`src/rtl/intx_pkg.sv`:
```
package intx_pkg;
  localparam int unsigned NUM_WIRES = 4;
  localparam int unsigned WIRE_W    = 2;

  typedef logic [WIRE_W-1:0] wire_idx_t;

  typedef enum logic {
    MSG_DEASSERT = 1'b0,
    MSG_ASSERT   = 1'b1
  } msg_kind_t;
endpackage

```
`src/rtl/intx_sync.sv`:
```
module intx_sync #(
  parameter int unsigned WIDTH   = 4,
  parameter logic        RST_VAL = 1'b1
) (
  input  logic             clk_i,
  input  logic             rst_ni,
  input  logic [WIDTH-1:0] d_i,
  output logic [WIDTH-1:0] q_o
);
  logic [WIDTH-1:0] meta_q, sync_q;

  always_ff @(posedge clk_i or negedge rst_ni) begin
    if (!rst_ni) begin
      meta_q <= {WIDTH{RST_VAL}};
      sync_q <= {WIDTH{RST_VAL}};
    end else begin
      meta_q <= d_i;
      sync_q <= meta_q;
    end
  end

  assign q_o = sync_q;
endmodule

```
`src/rtl/intx_swizzle.sv`:
```
module intx_swizzle
  import intx_pkg::*;
#(
  parameter int unsigned NUM_SEG = 4,
  parameter int unsigned DEV_W   = 5
) (
  input  logic [NUM_SEG-1:0][NUM_WIRES-1:0] pin_n_i,
  input  logic [NUM_SEG-1:0][DEV_W-1:0]     dev_num_i,
  output logic [NUM_WIRES-1:0]              wire_o
);
  // rotation by device number, merged by OR
  always_comb begin
    wire_o = '0;
    for (int s = 0; s < NUM_SEG; s++) begin
      for (int p = 0; p < NUM_WIRES; p++) begin
        for (int v = 0; v < NUM_WIRES; v++) begin
          if (!pin_n_i[s][p] &&
              (WIRE_W'(p) + dev_num_i[s][WIRE_W-1:0]) == WIRE_W'(v))
            wire_o[v] = 1'b1;
        end
      end
    end
  end
endmodule

```
`src/rtl/intx_wire_track.sv`:
```
module intx_wire_track (
  input  logic clk_i,
  input  logic rst_ni,
  input  logic wire_i,
  input  logic load_i,
  output logic pending_o
);
  logic reported_q;

  always_ff @(posedge clk_i or negedge rst_ni) begin
    if (!rst_ni)     reported_q <= 1'b0;
    else if (load_i) reported_q <= wire_i;
  end

  // level differs from what upstream was last told
  assign pending_o = wire_i ^ reported_q;

  AST_LOAD_ONLY_PENDING: assert property (@(posedge clk_i) disable iff (!rst_ni)
    load_i |-> pending_o);
endmodule

```
`src/rtl/intx_rr_arb.sv`:
```
module intx_rr_arb
  import intx_pkg::*;
(
  input  logic [NUM_WIRES-1:0] req_i,
  input  wire_idx_t            last_i,
  output logic [NUM_WIRES-1:0] gnt_o,
  output wire_idx_t            idx_o,
  output logic                 any_o
);
  always_comb begin
    gnt_o = '0;
    idx_o = last_i;
    any_o = 1'b0;
    for (int i = 1; i <= NUM_WIRES; i++) begin
      if (!any_o && req_i[WIRE_W'(int'(last_i) + i)]) begin
        any_o = 1'b1;
        idx_o = WIRE_W'(int'(last_i) + i);
        gnt_o[WIRE_W'(int'(last_i) + i)] = 1'b1;
      end
    end
  end
endmodule

```
`src/rtl/intx_vwire_gen.sv`:
```
module intx_vwire_gen
  import intx_pkg::*;
#(
  parameter int unsigned NUM_SEG = 4,
  parameter int unsigned DEV_W   = 5
) (
  input  logic                               clk_i,
  input  logic                               rst_ni,
  input  logic [NUM_SEG-1:0][NUM_WIRES-1:0]  int_n_i,
  input  logic [NUM_SEG-1:0][DEV_W-1:0]      dev_num_i,
  output logic                               msg_valid_o,
  input  logic                               msg_ready_i,
  output logic [WIRE_W-1:0]                  msg_wire_o,
  output logic                               msg_assert_o
);
  localparam int unsigned PIN_CNT = NUM_SEG * NUM_WIRES;

  logic [PIN_CNT-1:0]               pin_sync;
  logic [NUM_SEG-1:0][NUM_WIRES-1:0] pin_n;
  logic [NUM_WIRES-1:0]             vwire, pending, gnt;
  wire_idx_t                        gnt_idx, last_q, out_wire_q;
  msg_kind_t                        out_kind_q;
  logic                             gnt_any, out_valid_q, can_load, load;

  intx_sync #(.WIDTH(PIN_CNT), .RST_VAL(1'b1)) u_sync (
    .clk_i (clk_i),
    .rst_ni(rst_ni),
    .d_i   (int_n_i),
    .q_o   (pin_sync)
  );
  assign pin_n = pin_sync;

  intx_swizzle #(.NUM_SEG(NUM_SEG), .DEV_W(DEV_W)) u_swz (
    .pin_n_i  (pin_n),
    .dev_num_i(dev_num_i),
    .wire_o   (vwire)
  );

  for (genvar w = 0; w < NUM_WIRES; w++) begin : g_track
    intx_wire_track u_track (
      .clk_i    (clk_i),
      .rst_ni   (rst_ni),
      .wire_i   (vwire[w]),
      .load_i   (load && gnt[w]),
      .pending_o(pending[w])
    );
  end

  intx_rr_arb u_arb (
    .req_i (pending),
    .last_i(last_q),
    .gnt_o (gnt),
    .idx_o (gnt_idx),
    .any_o (gnt_any)
  );

  assign can_load = !out_valid_q || msg_ready_i;
  assign load     = can_load && gnt_any;

  always_ff @(posedge clk_i or negedge rst_ni) begin
    if (!rst_ni) begin
      out_valid_q <= 1'b0;
      out_wire_q  <= '0;
      out_kind_q  <= MSG_DEASSERT;
      last_q      <= wire_idx_t'(NUM_WIRES - 1);
    end else if (load) begin
      out_valid_q <= 1'b1;
      out_wire_q  <= gnt_idx;
      out_kind_q  <= msg_kind_t'(vwire[gnt_idx]);
      last_q      <= gnt_idx;
    end else if (msg_ready_i) begin
      out_valid_q <= 1'b0;
    end
  end

  assign msg_valid_o  = out_valid_q;
  assign msg_wire_o   = out_wire_q;
  assign msg_assert_o = out_kind_q;

  AST_VALID_HOLD: assert property (@(posedge clk_i) disable iff (!rst_ni)
    msg_valid_o && !msg_ready_i |=> msg_valid_o && $stable(msg_wire_o) && $stable(msg_assert_o));
  AST_GNT_ONEHOT: assert property (@(posedge clk_i) disable iff (!rst_ni)
    $onehot0(gnt));
  AST_NO_SPURIOUS_VALID: assert property (@(posedge clk_i) disable iff (!rst_ni)
    $rose(msg_valid_o) |-> $past(|pending));
endmodule

```
`config.mk`:
```
export PLATFORM = sky130hd
export DESIGN_NAME = intx_vwire_gen
export DESIGN_NICKNAME = d
export VERILOG_FILES = /design/src/rtl/intx_pkg.sv /design/src/rtl/intx_sync.sv /design/src/rtl/intx_swizzle.sv /design/src/rtl/intx_wire_track.sv /design/src/rtl/intx_rr_arb.sv /design/src/rtl/intx_vwire_gen.sv
export SDC_FILE = /design/constraint.sdc
export NUM_CORES = 1
export LEC_CHECK = 0
export ABC_AREA = 1
export BUFFER_PORTS_ARGS = -buffer_cell sky130_fd_sc_hd__buf_2
export CAP_MARGIN = 20
export CORE_UTILIZATION = 30
export CTS_BUF_LIST = sky130_fd_sc_hd__clkbuf_2 sky130_fd_sc_hd__clkbuf_4 sky130_fd_sc_hd__clkbuf_8
export DETAILED_ROUTE_END_ITERATION = 16
export GPL_ROUTABILITY_DRIVEN = 0
export HOLD_SLACK_MARGIN = 0.1
export PLACE_DENSITY = 0.57
export SLEW_MARGIN = 20
export SYNTH_ARGS = -nofsm -noshare
export SYNTH_HDL_FRONTEND = slang
export SYNTH_SLANG_ARGS = --single-unit
```
`constraint.sdc`:
```
create_clock -name clk_i -period 5.2 [get_ports clk_i]
set_input_delay 0 -clock clk_i [delete_from_list [all_inputs] [get_ports clk_i]]
set_output_delay 0 -clock clk_i [all_outputs]
set_load 0.03 [all_outputs]
```
==> results of run 1 <==
==> state kept, by name (all words and copies together) (netlist names) <==
signal / flops
u_sync.meta_q: 16
u_sync.q_o: 16
msg_valid_o: 1
last_q: 2
msg_wire_o: 2
g_track.u_track.reported_q: 4
msg_assert_o: 1
==> routing by layer <==
metal | vias to the layer above | global-route usage | part of all wire
li1 | 1218 | - | -
met1 | 1025 | 0.1835 | 0.50
met2 | 47 | 0.2091 | 0.46
met3 | 7 | 0.01517 | 0.029
met4 | 0 | 0.04018 | 0.016
met5 | - | 0 | 0
==> repair_timing <==
action | in CTS | in global routing
hold buffers | 18 | 0
hold endpoints to repair | 28 | 0
gates resized for setup | 0 | 0
==> final timing paths <==
kind	to	from	slack (ns)
setup / recovery	g_track[2].u_track.reported_q	last_q[0]	2.26
hold / removal	u_sync.meta_q[0]	int_n_i[0]	0.35
setup reg to reg	g_track[2].u_track.reported_q	last_q[0]	2.26
hold reg to reg	u_sync.q_o[7]	u_sync.meta_q[7]	0.35
max in group asynchronous	msg_valid_o	rst_ni	4.28
min in group asynchronous	msg_wire_o[0]	rst_ni	0.38
==> power by group through the flow <==
stage	registers (mW)	clock network (mW)	logic (mW)
6_report	0.454	0.219	0.859
5_1_grt	0.463	0.240	0.979
4_1_cts	0.453	0.229	0.859
3_5_place_dp	0.458	0	0.839
3_3_place_gp	0.457	0	0.827
2_1_floorplan	0.467	0	0.663
==> metrics by stage <==
stage | util | total power, mW | hold WS [ns]
after floorplan | - | 1.130 | -0.2956
after detailed placement | 0.3302 | 1.298 | 0.1061
final | 0.3617 | 1.533 | 0.3457
after CTS | 0.3617 | 1.541 | 0.3327
after global placement | 0.3302 | 1.284 | 0.1046
after global routing | 0.3617 | 1.683 | 0.3424
==> worst max-delay path, cell delays in order (launching register included) <==
cell and delay (ns):
dfstp_2 0.69, clkinv_1 0.39, ha_1 0.48, inv_1 0.13, nand3_2 0.15, nand2_4 0.16
nand2_4 0.09, nor2_8 0.11, nand3_1 0.08, o21ai_0 0.35, nand2_1 0.09, nand2_1 0.07
nand2_1 0.05
==> area by class of cell <==
class                      count  area (sq um)  share of cell area
multi-input combinational    257          1326              0.4225
tap                          108         135.1             0.04305
inverter                      42         160.2             0.05102
timing repair buffer          48         330.3              0.1052
clock inverter                 2         11.26            0.003587
sequential                    42          1094              0.3483
clock buffer                   6         82.58             0.02631
==> Yosys cell counts (all sizes together) <==
library cell,number,area share
inv,41,0.058
nand3b,2,0.0056
o22ai,1,0.0075
clkinv,1,0.0014
nand3,85,0.17
o21ai,6,0.011
dfrtp,8,0.075
dfstp,34,0.33
o21bai,1,0.0042
a21oi,6,0.011
nand4,6,0.014
ha,8,0.037
o21a,1,0.0028
buf,10,0.040
nor2,27,0.061
nand2,113,0.17
a31oi,1,0.0047
==> cell families after synthesis <==
logic type	synth area share
compound gates	0.04145
simple gates	0.4150
flops	0.4071
fa+ha+maj	0.03726
buf+inv	0.09921
==> out/qor.csv, run 1 <==
metric;value;unit
ANT nets after route;0;
RSZ-0062 raised after global routing;no;
final setup TNS;0;ns
count of different cell masters after synthesis;27;
Setup Crit Path Kind;reg -> reg;
most frequent cells in the layout;108 x nand2_1, 81 x nand3_1, 34 x dfstp_2, 30 x buf_2, 29 x inv_1;
Reg2Reg Depth;12;
Final setup viols;0;
via/cell ratio;4.549;
# Post-CTS Setup Buffers;0;
grt ovf;0;
Placed Area;0.002865;sq mm
diode count;0;
fin. max-slew vios;0;
CP arrival;3.14;ns
CTS tree;done;
cell area after layout;0.003139;sq mm
Max-slew headroom;0.4085;
Peak Freq;0.3397;GHz
first-pass GRT wire length;10080;um
crit path launch type;flip-flop;
Clock Path Buffers;2;
Fill cells;896;
worst-skew pair later-pin latency;0.29;ns
Static Leakage;1.588;nW
most common cell after layout, fill and taps aside;nand2_1;
sequential power share;0.296;
outcome;finished, final reports clean;
input/output buffers;30;
die area;0.009336;sq mm
Place WS;2.320;ns
Initial Util;0.3095;
Max FO, Critical Path;13;
Final #Nets;443;
Worst EP required;5.39;ns
worst setup margin;2.256;ns
Yosys reg bits;42;
share of cells above drive strength 1;0.2670;
Final Hold Vio Count;0;
Clk pwr share;0.143;
Psw;0.7484;mW
Gate power share;0.561;
Post-Syn Nets;398;
clock sink count;42;
fin cells;505;
Die Ht;96.63;um
H-tree depth;2;
post-synthesis sequential area ratio;0.4071;
clk_skew;0.008510;ns
Total Routing Usage GR;0.1303;
placed cell count;479;
post-synthesis cell count;351;
area growth from synthesis to layout;16.86;%
Detail Placement HPWL;4361;um
maximum VDD drop;0.3260;mV
Int Pwr;0.7844;mW
Core Box Area;0.008678;sq mm
Mapped Area;0.002686;sq mm
post-route clock period utilization;0.5661;
Power Dens Cells;488.3;mW/mm^2
Rows;34;
Sw Share;0.4882;
TritonRoute pass-1 iters;4;
Ys Warns;0;
Vias;2297;
DR iter-0 viols;126;
clock tree root buffer cell;clkbuf_8;
crit path time final;2.944;ns
CTS clk-pin slew, worst paths;0.09;ns
worst hold path class;in -> reg;
hold path cells;2;
syn avg cell area;7.653;sq um
DR WL/cell;11.43;um
number of global-route vias before repair;2206;
initial antenna violation count;0;
I/O pin count;43;
maxcap violations;0;
Slew @ Worst Pin;0.8872;ns
wirelength, routed;5774;um
Setup crit end kind;flip-flop;
DRC Markers;0;
Die W;96.63;um
CTS buffer count;5;
largest net degree at the start of global routing;43;
Note: power is estimated with default switching activity, not from simulation.
==> run 2: changes to the inputs <==
--- a/config.mk
+++ b/config.mk
@@ -13,7 +13,7 @@
 export DETAILED_ROUTE_END_ITERATION = 16
 export GPL_ROUTABILITY_DRIVEN = 0
 export HOLD_SLACK_MARGIN = 0.1
-export PLACE_DENSITY = 0.57
+export PLACE_DENSITY = 0.58
 export SLEW_MARGIN = 20
 export SYNTH_ARGS = -nofsm -noshare
 export SYNTH_HDL_FRONTEND = slang
==> constraint.sdc (replaced) <==
create_clock -name clk_i -period 2.66 [get_ports clk_i]
set_input_delay 0 -clock clk_i [delete_from_list [all_inputs] [get_ports clk_i]]
set_output_delay 0 -clock clk_i [all_outputs]
set_load 0.03 [all_outputs]
==> out/qor.csv, run 2 (synthesized netlist as in run 1, its figures left out) <==
metric;value;unit;change
outcome;finished, final reports clean;;
crit path time final;2.415;ns;-0.5285 ns
sequential power share;0.251;;-0.045
Final #Nets;452;;+2.0%
Die W;96.63;um;unchanged
met1 wire length;2860;um;-0.59%
clock tree root buffer cell;clkbuf_8;;
die area;0.009336;sq mm;unchanged
Final Hold Vio Count;0;;unchanged
Vias;2370;;+3.2%
Max FO, Critical Path;7;;-6
CTS clk-pin slew, worst paths;0.09;ns;about the same
CTS buffer count;5;;unchanged
Clock Path Buffers;2;;unchanged
Top Layer Used;met4;;
most common cell after layout, fill and taps aside;nand2_1;;
clk_skew;0.008020;ns;-0.0004902 ns
number of global-route vias before repair;2253;;+2.1%
DR iter-0 viols;135;;+7.1%
initial antenna violation count;0;;unchanged
TritonRoute pass-1 iters;4;;unchanged
Gate power share;0.570;;+0.009
most frequent cells in the layout;106 x nand2_1, 78 x nand3_1, 34 x dfstp_2, 30 x buf_2, 29 x inv_1;;
Clk pwr share;0.180;;+0.037
final setup TNS;0;ns;unchanged
Slew @ Worst Pin;0.8917;ns;+0.004458 ns
maximum VDD drop;0.6925;mV;+110%
Multi-input gate area;0.001373;sq mm;+3.5%
Final setup viols;0;;unchanged
via/cell ratio;4.611;;+1.4%
clock sink count;42;;unchanged
Worst EP required;2.84;ns;-2.55 ns
I/O pin count;43;;unchanged
placed cell count;484;;+1.0%
worst hold path class;in -> reg;;
Rows;34;;unchanged
routed wl met2;2791;um;+5.9%
Psw;1.514;mW;+100%
largest net degree at the start of global routing;43;;unchanged
maxcap violations;0;;unchanged
fin cells;514;;+1.8%
Core Box Area;0.008678;sq mm;unchanged
WL met3;168;um;unchanged
first-pass GRT wire length;10180;um;+1.0%
H-tree depth;2;;unchanged
Detail Placement HPWL;4399;um;+0.88%
DRC Markers;0;;unchanged
Setup Crit Path Kind;reg -> reg;;
FF+latch area;0.001094;sq mm;unchanged
CTS tree;done;;
share of cells above drive strength 1;0.3030;;+0.03595
fin. max-slew vios;0;;unchanged
Total Routing Usage GR;0.1316;;+0.001352
Sw Share;0.4527;;-0.03556
DR WL/cell;11.46;um;+0.22%
diode count;0;;unchanged
input/output buffers;30;;unchanged
CP arrival;2.60;ns;-0.54 ns
Peak Freq;0.4140;GHz;+22%
ANT nets after route;0;;unchanged
grt ovf;0;;unchanged
Setup crit end kind;flip-flop;;
Max-slew headroom;0.4056;;-0.002972
Die Ht;96.63;um;unchanged
post-route clock period utilization;0.9080;;+0.3419
worst-skew pair later-pin latency;0.28;ns;about the same
area growth from synthesis to layout;22.82;%;
Initial Util;0.3095;;unchanged
Static Leakage;1.660;nW;+4.6%
wirelength, routed;5890;um;+2.0%
crit path launch type;flip-flop;;
Fill cells;929;;+3.7%
Int Pwr;1.830;mW;+130%
Power Dens Cells;1014;mW/mm^2;+110%
-- run 2: cell count changes in the layout (fill, tap and decap cells not counted), sizes merged --
cell,change
inv,-1
bufinv,+2
clkbuf,-1
buf,+9
-- run 2: metrics by stage --
step | hold slack (ns) | total power, mW | cell area, sq um | worst slack [ns] | utilization
after floorplan | -0.2956 | 2.209 | 2686 | 0.1458 | -
after global routing | 0.3370 | 3.665 | 3299 | -0.02463 | 0.3802
final | 0.3449 | 3.344 | 3299 | 0.2446 | 0.3802
after global placement | 0.1053 | 2.562 | 2903 | 0.1671 | 0.3345
after CTS | 0.3361 | 3.215 | 3221 | 0.1318 | 0.3711
after detailed placement | 0.1062 | 2.575 | 2903 | 0.1407 | 0.3345
-- run 2: worst paths after layout --
path,start,to,slack (ns),depth (start not counted)
setup / recovery,u_sync.q_o[11],g_track[2].u_track.reported_q,0.24,17
hold / removal,int_n_i[1],u_sync.meta_q[1],0.34,2
setup reg to reg,u_sync.q_o[11],g_track[2].u_track.reported_q,0.24,17
hold reg to reg,u_sync.meta_q[14],u_sync.q_o[14],0.34,0
max in group asynchronous,rst_ni,msg_wire_o[0],1.72,2
min in group asynchronous,rst_ni,msg_assert_o,0.39,2
-- run 2: power groups by stage --
stage | sequential (mW) | combinational (mW) | clock (mW)
3_3_place_gp | 0.844 | 1.72 | 0
5_1_grt | 0.853 | 2.16 | 0.649
3_5_place_dp | 0.849 | 1.73 | 0
6_report | 0.838 | 1.91 | 0.601
4_1_cts | 0.838 | 1.76 | 0.618
2_1_floorplan | 0.913 | 1.30 | 0
-- run 2: area by class of cell --
| type | instances | area share |
|---|---|---|
| clock buffers | 5 | 0.02086 |
| repair buffers | 57 | 0.1206 |
| flip-flops and latches | 42 | 0.3314 |
| multi-input cells | 257 | 0.4160 |
| inverters | 42 | 0.04930 |
| clock inverters | 3 | 0.02086 |
| well taps | 108 | 0.04096 |
-- run 2: timing repair --
item | 4_1_cts | 5_1_grt
resized for setup | 0 | 14
setup buffers | 0 | 4
endpoints found under the hold margin | 28 | 0
endpoints found under the setup margin | 0 | 9
hold buffers | 18 | 0
-- run 2: worst max-delay path: stages, from the launching register on --
cell and delay, ns:
dfstp_2 0.53, inv_1 0.07, nand3_1 0.07, nand2_1 0.06, nor2_1 0.13, nand2_1 0.09
nor2_2 0.16, nand2_1 0.10, nand3_2 0.13, nand3_1 0.13, nand2_4 0.14, nand2_4 0.08
nor2_1 0.21, a21oi_1 0.11, o21ai_1 0.14, nand2_1 0.07, nand2_1 0.06, nand2_1 0.05
-- run 2: routing by layer --
metal / GRT usage / vias to the layer above
li1: - / 1238
met1: 0.1778 / 1080
met2: 0.2216 / 48
met3: 0.01373 / 4
met4: 0.04018 / 0
met5: 0 / -
